===== config.mk =====
export PLATFORM = sky130hd
export DESIGN_NAME = rxdesc_chain
export DESIGN_NICKNAME = d
export VERILOG_FILES = /design/src/rtl/rxdesc_chain_pkg.sv /design/src/rtl/rxdesc_chain_dp.sv /design/src/rtl/rxdesc_chain_ctl.sv /design/src/rtl/rxdesc_chain.sv
export SDC_FILE = /design/constraint.sdc
export NUM_CORES = 1
export LEC_CHECK = 0
export BUFFER_PORTS_ARGS = -buffer_cell sky130_fd_sc_hd__buf_4
export CELL_PAD_IN_SITES_DETAIL_PLACEMENT = 1
export CELL_PAD_IN_SITES_GLOBAL_PLACEMENT = 2
export CORE_MARGIN = 5
export CORE_UTILIZATION = 30
export DETAILED_ROUTE_END_ITERATION = 16
export GPL_ROUTABILITY_DRIVEN = 0
export PLACE_DENSITY_LB_ADDON = 0.12
export SLEW_MARGIN = 5
export SYNTH_ARGS = -nofsm -noshare
export SYNTH_HDL_FRONTEND = slang
export SYNTH_SLANG_ARGS = --single-unit
export TNS_END_PERCENT = 50

===== constraint.sdc =====
create_clock -name clk -period 2.4 [get_ports clk]
set_clock_uncertainty 0.1 [all_clocks]
set_input_delay 0 -clock clk [delete_from_list [all_inputs] [get_ports clk]]
set_output_delay 0 -clock clk [all_outputs]
set_load 0.005 [all_outputs]

===== src/rtl/rxdesc_chain_pkg.sv =====
package rxdesc_chain_pkg;

  typedef enum logic [1:0] {
    F_STAT = 2'd0,
    F_CNT  = 2'd1,
    F_OWN  = 2'd2
  } wbField_e;

  typedef enum logic [3:0] {
    S_START, S_POLL, S_PWAIT, S_ARM, S_RELOOK,
    S_FILL, S_FULL, S_DROP, S_WB, S_ADV
  } state_e;

  typedef enum logic [1:0] {
    K_END, K_CHAIN, K_ERR
  } kind_e;

  // status word bit positions (host software decodes these)
  localparam int ST_ENP  = 0;
  localparam int ST_STP  = 1;
  localparam int ST_BUFF = 2;
  localparam int ST_OFLO = 3;

  typedef struct packed {
    logic pollCur;
    logic pollNext;
    logic startPkt;
    logic takeByte;
    logic advance;
  } strobe_t;

endpackage


===== src/rtl/rxdesc_chain_dp.sv =====
module rxdesc_chain_dp
  import rxdesc_chain_pkg::*;
#(
  parameter int RING_LEN = 8,
  parameter int LEN_W    = 12,
  parameter int CNT_W    = 16,
  parameter int DATA_W   = 8,
  localparam int IDX_W   = $clog2(RING_LEN)
) (
  input  logic              clk,
  input  logic              rstN,
  input  strobe_t           strb,
  input  logic              rdRspValid,
  input  logic              rdRspOwn,
  input  logic [LEN_W-1:0]  rdRspLen,
  input  logic [DATA_W-1:0] byteData,
  output logic              rdValid,
  output logic [IDX_W-1:0]  rdIdx,
  output logic              bufWrValid,
  output logic [LEN_W-1:0]  bufWrOff,
  output logic [DATA_W-1:0] bufWrData,
  output logic [IDX_W-1:0]  curIdx,
  output logic              lastSlot,
  output logic              laDone,
  output logic              nextOwn,
  output logic              firstBuf,
  output logic [CNT_W-1:0]  msgCnt
);

  localparam logic [IDX_W-1:0] LAST_IDX = IDX_W'(RING_LEN - 1);

  logic [LEN_W-1:0] curLen;
  logic [LEN_W-1:0] offset;
  logic [LEN_W-1:0] nextLen;
  logic             pendCur;
  logic             pendNext;
  logic [IDX_W-1:0] nextIdx;
  logic [LEN_W:0]   offPlus;

  assign nextIdx  = (curIdx == LAST_IDX) ? '0 : curIdx + IDX_W'(1);
  assign offPlus  = {1'b0, offset} + (LEN_W+1)'(1);
  assign lastSlot = (offPlus == {1'b0, curLen});

  assign rdValid    = strb.pollCur | strb.pollNext;
  assign rdIdx      = strb.pollCur ? curIdx : nextIdx;
  assign bufWrValid = strb.takeByte;
  assign bufWrOff   = offset;
  assign bufWrData  = byteData;

  always_ff @(posedge clk or negedge rstN) begin
    if (!rstN) begin
      curIdx   <= '0;
      curLen   <= '0;
      offset   <= '0;
      msgCnt   <= '0;
      nextLen  <= '0;
      nextOwn  <= 1'b0;
      laDone   <= 1'b0;
      pendCur  <= 1'b0;
      pendNext <= 1'b0;
      firstBuf <= 1'b0;
    end else begin
      if (strb.pollCur)  pendCur  <= 1'b1;
      if (strb.pollNext) pendNext <= 1'b1;
      if (rdRspValid && pendCur) begin
        pendCur <= 1'b0;
        curLen  <= rdRspLen;
      end
      if (rdRspValid && pendNext) begin
        pendNext <= 1'b0;
        nextOwn  <= rdRspOwn;
        nextLen  <= rdRspLen;
        laDone   <= 1'b1;
      end
      if (strb.startPkt) begin
        msgCnt   <= '0;
        offset   <= '0;
        firstBuf <= 1'b1;
      end
      if (strb.takeByte) begin
        offset <= offset + LEN_W'(1);
        msgCnt <= msgCnt + CNT_W'(1);
      end
      if (strb.advance) begin
        curIdx   <= nextIdx;
        curLen   <= nextLen;
        offset   <= '0;
        laDone   <= 1'b0;
        firstBuf <= 1'b0;
      end
    end
  end

  AST_LA_ONCE: assert property (@(posedge clk) disable iff (!rstN)
    strb.pollNext |-> (!laDone && !pendNext));

  AST_WR_IN_BUF: assert property (@(posedge clk) disable iff (!rstN)
    bufWrValid |-> (offset < curLen));

endmodule


===== src/rtl/rxdesc_chain_ctl.sv =====
module rxdesc_chain_ctl
  import rxdesc_chain_pkg::*;
#(
  parameter int CNT_W = 16
) (
  input  logic             clk,
  input  logic             rstN,
  input  logic             rdRspValid,
  input  logic             rdRspOwn,
  input  logic             byteValid,
  input  logic             byteLast,
  input  logic             wbReady,
  input  logic             lastSlot,
  input  logic             laDone,
  input  logic             nextOwn,
  input  logic             firstBuf,
  input  logic [CNT_W-1:0] msgCnt,
  output strobe_t          strb,
  output logic             byteReady,
  output logic             wbValid,
  output wbField_e         wbField,
  output logic [CNT_W-1:0] wbData
);

  state_e   state;
  kind_e    kind;
  wbField_e step;
  logic [CNT_W-1:0] statusWord;

  always_ff @(posedge clk or negedge rstN) begin
    if (!rstN) begin
      state <= S_START;
      kind  <= K_END;
      step  <= F_STAT;
    end else begin
      case (state)
        S_START: state <= S_POLL;
        S_POLL:  state <= S_PWAIT;
        S_PWAIT: if (rdRspValid) state <= rdRspOwn ? S_ARM : S_POLL;
        S_ARM, S_RELOOK: state <= S_FILL;
        S_FILL: if (byteValid) begin
          if (byteLast) begin
            kind  <= K_END;
            step  <= F_STAT;
            state <= S_WB;
          end else if (lastSlot) begin
            state <= S_FULL;
          end
        end
        S_FULL: if (laDone) begin
          if (nextOwn) begin
            kind  <= K_CHAIN;
            step  <= F_STAT;
            state <= S_WB;
          end else begin
            state <= S_DROP;
          end
        end
        S_DROP: if (byteValid && byteLast) begin
          kind  <= K_ERR;
          step  <= F_STAT;
          state <= S_WB;
        end
        S_WB: if (wbReady) begin
          case (step)
            F_STAT:  step <= (kind == K_END) ? F_CNT : F_OWN;
            F_CNT:   step <= F_OWN;
            default: state <= S_ADV;
          endcase
        end
        S_ADV: if (laDone) begin
          if (kind == K_CHAIN)  state <= S_RELOOK;
          else if (nextOwn)     state <= S_ARM;
          else                  state <= S_POLL;
        end
        default: state <= S_START;
      endcase
    end
  end

  always_comb begin
    statusWord          = '0;
    statusWord[ST_ENP]  = (kind == K_END);
    statusWord[ST_STP]  = firstBuf;
    statusWord[ST_BUFF] = (kind == K_ERR);
    statusWord[ST_OFLO] = (kind == K_ERR);
  end

  always_comb begin
    strb.pollCur  = (state == S_POLL);
    strb.pollNext = (state == S_ARM) || (state == S_RELOOK);
    strb.startPkt = (state == S_ARM);
    strb.takeByte = (state == S_FILL) && byteValid;
    strb.advance  = (state == S_ADV) && laDone;
    byteReady     = (state == S_FILL) || (state == S_DROP);
    wbValid       = (state == S_WB);
    wbField       = step;
    case (step)
      F_STAT:  wbData = statusWord;
      F_CNT:   wbData = msgCnt;
      default: wbData = '0;
    endcase
  end

  AST_WB_HOLD: assert property (@(posedge clk) disable iff (!rstN)
    (wbValid && !wbReady) |=> (wbValid && $stable(wbField) && $stable(wbData)));

  AST_OWN_LAST: assert property (@(posedge clk) disable iff (!rstN)
    (wbValid && wbReady && wbField == F_OWN) |=> !wbValid);

  AST_NO_INTAKE_IN_WB: assert property (@(posedge clk) disable iff (!rstN)
    (wbValid && !wbReady) |=> !byteReady);

endmodule


===== src/rtl/rxdesc_chain.sv =====
module rxdesc_chain
  import rxdesc_chain_pkg::*;
#(
  parameter int RING_LEN = 8,
  parameter int LEN_W    = 12,
  parameter int CNT_W    = 16,
  parameter int DATA_W   = 8,
  localparam int IDX_W   = $clog2(RING_LEN)
) (
  input  logic              clk,
  input  logic              rstN,
  output logic              rdValid,
  output logic [IDX_W-1:0]  rdIdx,
  input  logic              rdRspValid,
  input  logic              rdRspOwn,
  input  logic [LEN_W-1:0]  rdRspLen,
  input  logic              byteValid,
  input  logic [DATA_W-1:0] byteData,
  input  logic              byteLast,
  output logic              byteReady,
  output logic              bufWrValid,
  output logic [IDX_W-1:0]  bufWrIdx,
  output logic [LEN_W-1:0]  bufWrOff,
  output logic [DATA_W-1:0] bufWrData,
  output logic              wbValid,
  input  logic              wbReady,
  output logic [IDX_W-1:0]  wbIdx,
  output logic [1:0]        wbField,
  output logic [CNT_W-1:0]  wbData
);

  strobe_t          strb;
  logic [IDX_W-1:0] curIdx;
  logic             lastSlot;
  logic             laDone;
  logic             nextOwn;
  logic             firstBuf;
  logic [CNT_W-1:0] msgCnt;
  wbField_e         fieldSel;

  rxdesc_chain_dp #(
    .RING_LEN(RING_LEN), .LEN_W(LEN_W), .CNT_W(CNT_W), .DATA_W(DATA_W)
  ) dp (
    .clk(clk), .rstN(rstN), .strb(strb),
    .rdRspValid(rdRspValid), .rdRspOwn(rdRspOwn), .rdRspLen(rdRspLen),
    .byteData(byteData),
    .rdValid(rdValid), .rdIdx(rdIdx),
    .bufWrValid(bufWrValid), .bufWrOff(bufWrOff), .bufWrData(bufWrData),
    .curIdx(curIdx), .lastSlot(lastSlot), .laDone(laDone),
    .nextOwn(nextOwn), .firstBuf(firstBuf), .msgCnt(msgCnt)
  );

  rxdesc_chain_ctl #(.CNT_W(CNT_W)) ctl (
    .clk(clk), .rstN(rstN),
    .rdRspValid(rdRspValid), .rdRspOwn(rdRspOwn),
    .byteValid(byteValid), .byteLast(byteLast), .wbReady(wbReady),
    .lastSlot(lastSlot), .laDone(laDone), .nextOwn(nextOwn),
    .firstBuf(firstBuf), .msgCnt(msgCnt),
    .strb(strb), .byteReady(byteReady),
    .wbValid(wbValid), .wbField(fieldSel), .wbData(wbData)
  );

  assign bufWrIdx = curIdx;
  assign wbIdx    = curIdx;
  assign wbField  = fieldSel;

endmodule


==> out/metrics.csv, run 1 <==
metric;value;unit
status;completed;
syn_inst;421;
design.core.area;12700;sq um
synth-edff-count;0;
root_buffer;clkbuf_16;
viasPerCell;4.98;
cts_buffers;9;
synth.area.mux_share;9.64;%
drc;0;
setup_viol;0;
power.total;5.66;mW
timing_worst_setup_path_type;register to register;
hold_viol;0;
syn_to_final_growth;32.0;%
peakVddDrop;0.000687;V
synthXorXnorAreaFrac;3.57;%
antenna_found_initial;0;
tightest_slew;0.917;ns
synthArstFlopShare;100;%
die-width;124;microns
worstSetupEndpointType;register;
synth.distinct_cells;57;
synth_compound_area_share;14.7;%
grt_max_degree;69;
htree_num_levels;3;
fillCellCount;1493;
io_pins;78;
grt_setup_unrepaired;false;
p_per_area;1090;nW/um^2
fin_tns_setup;0;ns
diodes;0;
cts.clk_slew.worst_paths;0.06;ns
regArea;1700;sq um
crit_fanout;6;
power.leakage;2.35;nW
ant_nets;0;
worst_slack;0.234;ns
drt-pass1-iter-count;4;
cts_tree;built;
cts_sinks;68;
post-route-period-util;90.2;%
vias;3418;
synthesis.area;3920;sq um
avgSynthCellArea;9.31;sq um
grt_pass1_wl;18700;microns
maxSlewViolCount;0;
synth_simple_gate_area_share;22.5;%
cts_hold_buf;26;
post_cts_buffers;0;
synth_seq_area_share;43.4;%
start_util;30.8;%
synthAdderAreaFrac;1.28;%
drtIter0Drc;140;
cap_viol_max_count;0;
grt_overflow_total;0;
die_h;124;microns
max-clock-path-buffers;2;
synth_flop_cell;dfrtp_1;
synth-seq-cells;68;
relSlewSlack;38.8;%
synth_top_family_by_area;simple AND/OR/NAND/NOR gates;
max_freq;462;MHz
rows;41;
grt_pass1_vias;3627;
post_cts_resized;0;
nNetsFinal;540;
holdWs;0.219;ns
io_buffers;61;
multi_input_area;2020;sq um
drive_above_1_share;23.5;%
period_needed;2.17;ns
fin_util;40.7;%
die_area;15500;sq um
hold_path_class;input pin to asynchronous set/reset pin;
wl;10900;microns
place_ws;0.243;ns
required;2.53;ns
yosys_warnings;0;
cp.arrival;2.29;ns
post_drt_wl_per_cell;15.9;microns
grt_use_total;14.7;%
clock_insertion_delay_worst_skew;0.34;ns
syn_nets;452;
hpwlAfterDp;7830;microns
startpoint_type;register;
[cell usage after synthesis (2+ instances only)]
cell type | number | area share (%)
a31oi_1 | 4 | 0.64
dfrtp_1 | 68 | 43
o21ai_1 | 9 | 1.1
o41ai_1 | 2 | 0.45
o22ai_1 | 2 | 0.32
nand3_1 | 13 | 1.7
o21a_1 | 2 | 0.38
nor2b_1 | 5 | 0.80
inv_1 | 6 | 0.57
inv_2 | 2 | 0.19
a21oi_1 | 14 | 1.8
xnor2_1 | 11 | 2.5
a311oi_1 | 2 | 0.45
o21ai_0 | 33 | 4.2
xor2_1 | 5 | 1.1
nand3_4 | 2 | 0.89
or3_1 | 4 | 0.64
nor2_1 | 28 | 2.7
a21o_1 | 2 | 0.38
nand2b_1 | 7 | 1.1
ha_1 | 4 | 1.3
mux2i_1 | 22 | 5.6
and3_1 | 4 | 0.64
buf_4 | 13 | 2.5
nor3_2 | 2 | 0.51
a22o_1 | 2 | 0.45
o211ai_1 | 2 | 0.38
a32oi_1 | 2 | 0.45
nand4_1 | 7 | 1.1
nor3_1 | 8 | 1.0
o31ai_1 | 7 | 1.3
mux2_2 | 14 | 4.0
and2_1 | 17 | 2.7
buf_2 | 3 | 0.38
clkbuf_1 | 13 | 1.2
and4_1 | 3 | 0.67
nand2_1 | 57 | 5.5
[worst paths after layout]
path	start	slack, ns	end	depth (start not counted)
min in group clk	rdRspLen[8]	0.34	dp.nextLen[8]	3
setup / recovery	dp.bufWrOff[1]	0.23	ctl.state[0]	7
hold reg to reg	dp.nextLen[2]	0.37	dp.curLen[2]	2
hold / removal	rstN	0.22	dp.msgCnt[10]	2
max in group asynchronous	rstN	1.36	dp.bufWrOff[10]	2
setup reg to reg	dp.bufWrOff[1]	0.23	ctl.state[0]	7
[layout by cell type (no fill, tap or decap), types with 9 or more instances in the layout]
| cell type | Yosys | final |
|---|---|---|
| nand2_1 | 57 | 57 |
| mux2_2 | 14 | 14 |
| o21ai_1 | 9 | 9 |
| and2_1 | 17 | 17 |
| a21oi_1 | 14 | 14 |
| mux2i_1 | 22 | 22 |
| o21ai_0 | 33 | 33 |
| dfrtp_1 | 68 | 68 |
| xnor2_1 | 11 | 11 |
| dlygate4sd3_1 | 0 | 26 |
| clkbuf_16 | 0 | 9 |
| nand3_1 | 13 | 13 |
| buf_4 | 13 | 81 |
| nor2_1 | 28 | 28 |
[worst max-delay path, stage by stage (launching register included)]
cell and delay [ns]:
dfrtp_1 0.43, ha_1 0.20, nand2_1 0.17, o21a_1 0.23, or3_1 0.34, a32oi_1 0.17, a41oi_1 0.20, o22a_1 0.23
[cells by family (layout without fill, tap and decap cells)]
| group | Yosys count | in the layout |
|---|---|---|
| adder cells (fa/ha/maj) | 4 | 4 |
| buffers and inverters | 38 | 131 |
| multiplexers | 36 | 36 |
| AND/OR/NAND/NOR | 166 | 166 |
| AO/OA/AOI/OAI | 93 | 93 |
| flip-flops | 68 | 68 |
| XOR/XNOR | 16 | 16 |
[cell type report]
| cell class | instances | share of cell area (%) |
|---|---|---|
| well taps | 172 | 4.16 |
| inverters | 8 | 0.580 |
| clock inverters | 3 | 1.30 |
| repair buffers | 107 | 16.8 |
| flip-flops and latches | 68 | 32.9 |
| multi-input cells | 315 | 39.1 |
| clock buffers | 13 | 5.22 |
[through the flow]
stage,area (sq um),instances
6_report,5180,686
5_1_grt,5180,686
4_1_cts,5180,686
3_5_place_dp,4580,644
3_3_place_gp,4580,644
2_1_floorplan,3920,421
[layer usage]
layer | track usage [%] | vias up | part of all wire (%) | routed length (microns)
met1 | 19.6 | 1656 | 49 | 5300
met2 | 22.3 | 74 | 45 | 4890
met3 | 5.15 | 15 | 4.9 | 537
li1 | - | 1673 | - | -
met4 | 4.51 | 0 | 1.6 | 172
met5 | 0 | - | 0 | 0
[where the power goes]
part | leakage (nW) | internal (mW) | total [mW] | switching, mW
logic | 1.32 | 1.09 | 2.18 | 1.09
registers | 0.871 | 1.56 | 1.98 | 0.422
clock network | 0.162 | 0.995 | 1.50 | 0.503
total | 2.35 | 3.64 | 5.66 | 2.01
[flip-flops by register name (all words and copies together), names as in the netlist, 2 cells and up]
register     flops
ctl.kind         2
dp.bufWrOff     12
dp.msgCnt       16
ctl.state        4
ctl.wbField      2
dp.curIdx        3
dp.curLen       12
dp.nextLen      12
(Power assumes the default switching activity.)
==> run 2: changes to the inputs <==
--- a/config.mk
+++ b/config.mk
@@ -5,6 +5,7 @@
 export SDC_FILE = /design/constraint.sdc
 export NUM_CORES = 1
 export LEC_CHECK = 0
+export ABC_AREA = 1
 export BUFFER_PORTS_ARGS = -buffer_cell sky130_fd_sc_hd__buf_4
 export CELL_PAD_IN_SITES_DETAIL_PLACEMENT = 1
 export CELL_PAD_IN_SITES_GLOBAL_PLACEMENT = 2
@@ -17,4 +18,4 @@
 export SYNTH_ARGS = -nofsm -noshare
 export SYNTH_HDL_FRONTEND = slang
 export SYNTH_SLANG_ARGS = --single-unit
-export TNS_END_PERCENT = 50
+export TNS_END_PERCENT = 20
==> run 2 against run 1 <==
Net effect: area after synthesis down 0.13%; clock power down 15%; wire length up 8.8%; critical path type unchanged; critical endpoint is now ctl.state[1].
==> out/metrics.csv, run 2 <==
metric;value;unit;change
status;completed;;
synthesis.area;3920;sq um;-0.13%
post_drt_wl_per_cell;15.2;microns;-4.7%
grt_max_degree;69;;unchanged
slowest_stage;dfrtp_2;;
viasPerCell;4.72;;-5.3%
cts_tree;built;;
place_area;4520;sq um;-1.3%
power.leakage;2.39;nW;+1.7%
grt_pass1_vias;3864;;+6.5%
fin_util;39.5;%;-1.2 points
critPathMaxStageDelay;0.44;ns;about the same
vias;3695;;+8.1%
tightest_slew;0.929;ns;+0.0117 ns
period_needed;2.11;ns;-0.0557 ns
syn_to_final_growth;28.3;%;
final_cell_mix;122 x nand2_1, 89 x inv_1, 69 x buf_4;;
synth_common_cells;122 x nand2_1, 89 x inv_1, 68 x dfrtp_1, 51 x nand3_1, 44 x nor2_1;;
hold_path_class;input pin to register;;
p_clk_share;26.3;%;-0.2 points
max_freq;474;MHz;+2.6%
r2r_start;dp.bufWrOff[0];;
rows;41;;unchanged
dp_cells;745;;+16%
root_buffer;clkbuf_16;;
yosys_warnings;0;;unchanged
timing_worst_setup_path_type;register to register;;
p_switching;1.85;mW;-8.0%
crit_fanout;7;;+1
maxSlewViolCount;0;;unchanged
diodes;0;;unchanged
drt-pass1-iter-count;4;;unchanged
grt_pass1_wl;20000;microns;+6.8%
layout_commonest_cell;nand2_1;;
crit_top_cell;nand2_1;;
syn_inst;525;;+25%
antenna_found_initial;0;;unchanged
die-width;124;microns;about the same
drtIter0Drc;142;;+1.4%
power_frac_seq;35.8;%;+0.8 points
r2r_slack;0.29;ns;+0.06 ns
fin_cells;783;;+14%
required;2.53;ns;about the same
power.total;4.87;mW;-14%
cts.clk_slew.worst_paths;0.05;ns;about the same
worstReg2RegEnd;ctl.state[1];;
drive_above_1_share;17.5;%;-6.0 points
reg2reg_depth;15;;+8
fin_tns_setup;0;ns;unchanged
io_pins;78;;unchanged
worst_slack;0.290;ns;+0.0557 ns
die_area;15400;sq um;-0.11%
max-clock-path-buffers;2;;unchanged
cts_buffers;9;;unchanged
power_frac_comb;38.0;%;-0.5 points
sw_frac_of_total;38.0;%;+2.4 points
avgSynthCellArea;7.46;sq um;-20%
grt_setup_unrepaired;false;;
hold_viol;0;;unchanged
hpwlAfterDp;8810;microns;+12%
p_per_area;970;nW/um^2;-11%
cap_viol_max_count;0;;unchanged
io_buffers;61;;unchanged
peakVddDrop;0.000374;V;-46%
top_register;dp.msgCnt;;
clock_insertion_delay_worst_skew;0.34;ns;about the same
crit_end;ctl.state[1];;
synth_top_cell_area_share;43.5;%;+0.055 points
synth-seq-cells;68;;unchanged
worstSetupStartpoint;dp.bufWrOff[0];;
final_cell_area;5020;sq um;-2.9%
cp.arrival;2.24;ns;-0.05 ns
nNetsFinal;637;;+18%
netlist_top_cells_area;dfrtp_1 43%, nand2_1 12%, inv_1 8.5%;;
largest_register_ffs;16;;unchanged
synth-edff-count;0;;unchanged
startpoint_type;register;;
syn_nets;556;;+23%
cts_sinks;68;;unchanged
place_ws;0.225;ns;-0.0182 ns
ant_nets;0;;unchanged
design.core.area;12700;sq um;unchanged
synth_seq_area_share;43.5;%;+0.055 points
synthArstFlopShare;100;%;unchanged
grt_overflow_total;0;;unchanged
synth.most_common_cell;nand2_1;;
htree_num_levels;3;;unchanged
relSlewSlack;38.1;%;-0.78 points
cp_cell_sequence;ha_1 > nand2_1 > nor2_2 > nand2_1 > nand2_1 > nand2_1 > nand2_1 > nor2_1 > nand3_1 > nor2_1 > nand2_1 > nand2_2 > nand2_2 > nand2_1 > nand2_1;;
synth_flop_cell;dfrtp_1;;
synth.distinct_cells;38;;-33%
synth_top_area_cell;dfrtp_1;;
drc;0;;unchanged
setup_viol;0;;unchanged
worstSetupEndpointType;register;;
wl;11900;microns;+8.8%
holdWs;0.0149;ns;-0.204 ns
post_cts_buffers;0;;unchanged
grt_use_total;15.8;%;+1.1 points
start_util;30.8;%;-0.039 points
die_h;124;microns;about the same
p_int;3.02;mW;-17%
post-route-period-util;87.9;%;-2.3 points
[run 2: cell count changes in the layout (fill, tap and decap cells not counted), moves of 12 or more]
cell,previous run,this run
inv_1,6,89
nand2_1,57,122
nand3_1,13,51
mux2i_1,22,0
and2_1,17,0
nor2_1,28,43
mux2_2,14,0
buf_4,81,69
[run 2: power by group through the flow]
stage          logic (mW)  clock network [mW]  registers, mW
2_1_floorplan        1.17                   0           1.69
3_3_place_gp         1.83                   0           1.75
3_5_place_dp         1.85                   0           1.76
4_1_cts              1.89                1.32           1.74
5_1_grt              2.13                1.37           1.80
6_report             1.85                1.28           1.74
[run 2: worst max-delay path, delay by kind of cell, from the launching register on]
family	cells	cell delay (ns)
adder cells (fa/ha/maj)	1	0.22
flip-flops	1	0.44
AND/OR/NAND/NOR	14	1.26
[run 2: cell families after synthesis]
group | count (synthesis) | share of synthesized area, %
compound gates | 91 | 13.8
xor+xnor | 3 | 0.671
fa+ha+maj | 4 | 1.28
buf+inv | 114 | 12.3
flops | 68 | 43.5
simple gates | 245 | 28.5
[run 2: final cells by class]
class | instances | area [sq um]
fillers | 1619 | 7700
multi-input cells | 343 | 1740
flip-flops and latches | 68 | 1700
repair buffers | 91 | 738
inverters | 93 | 349
clock buffers | 15 | 278
well taps | 172 | 215
clock inverters | 1 | 5.00
[run 2: worst min path at each step]
stage                     cells after the start      endpoint        start
after floorplan                               0   ctl.kind[0]         rstN
after global placement                        0  bufWrData[5]  byteData[5]
after detailed placement                      0  bufWrData[5]  byteData[5]
after CTS                                     4  dp.curLen[7]   rdRspValid
after global routing                          5  ctl.state[3]     byteLast
final                                         4  dp.curLen[7]   rdRspValid
[run 2: timing repair]
item | 4_1_cts | 5_1_grt
endpoints found under the hold margin | 101 | 0
endpoints found under the setup margin | 0 | 4
resized for setup | 0 | 3
hold buffers | 22 | 0
[run 2: per-layer routing]
| metal | share of wire, % | track usage, % | vias to the layer above |
|---|---|---|---|
| met5 | 0 | 0 | - |
| met4 | 1.8 | 6.19 | 0 |
| met3 | 3.9 | 3.04 | 17 |
| met2 | 45 | 24.6 | 66 |
| met1 | 50 | 21.6 | 1752 |
| li1 | - | - | 1860 |
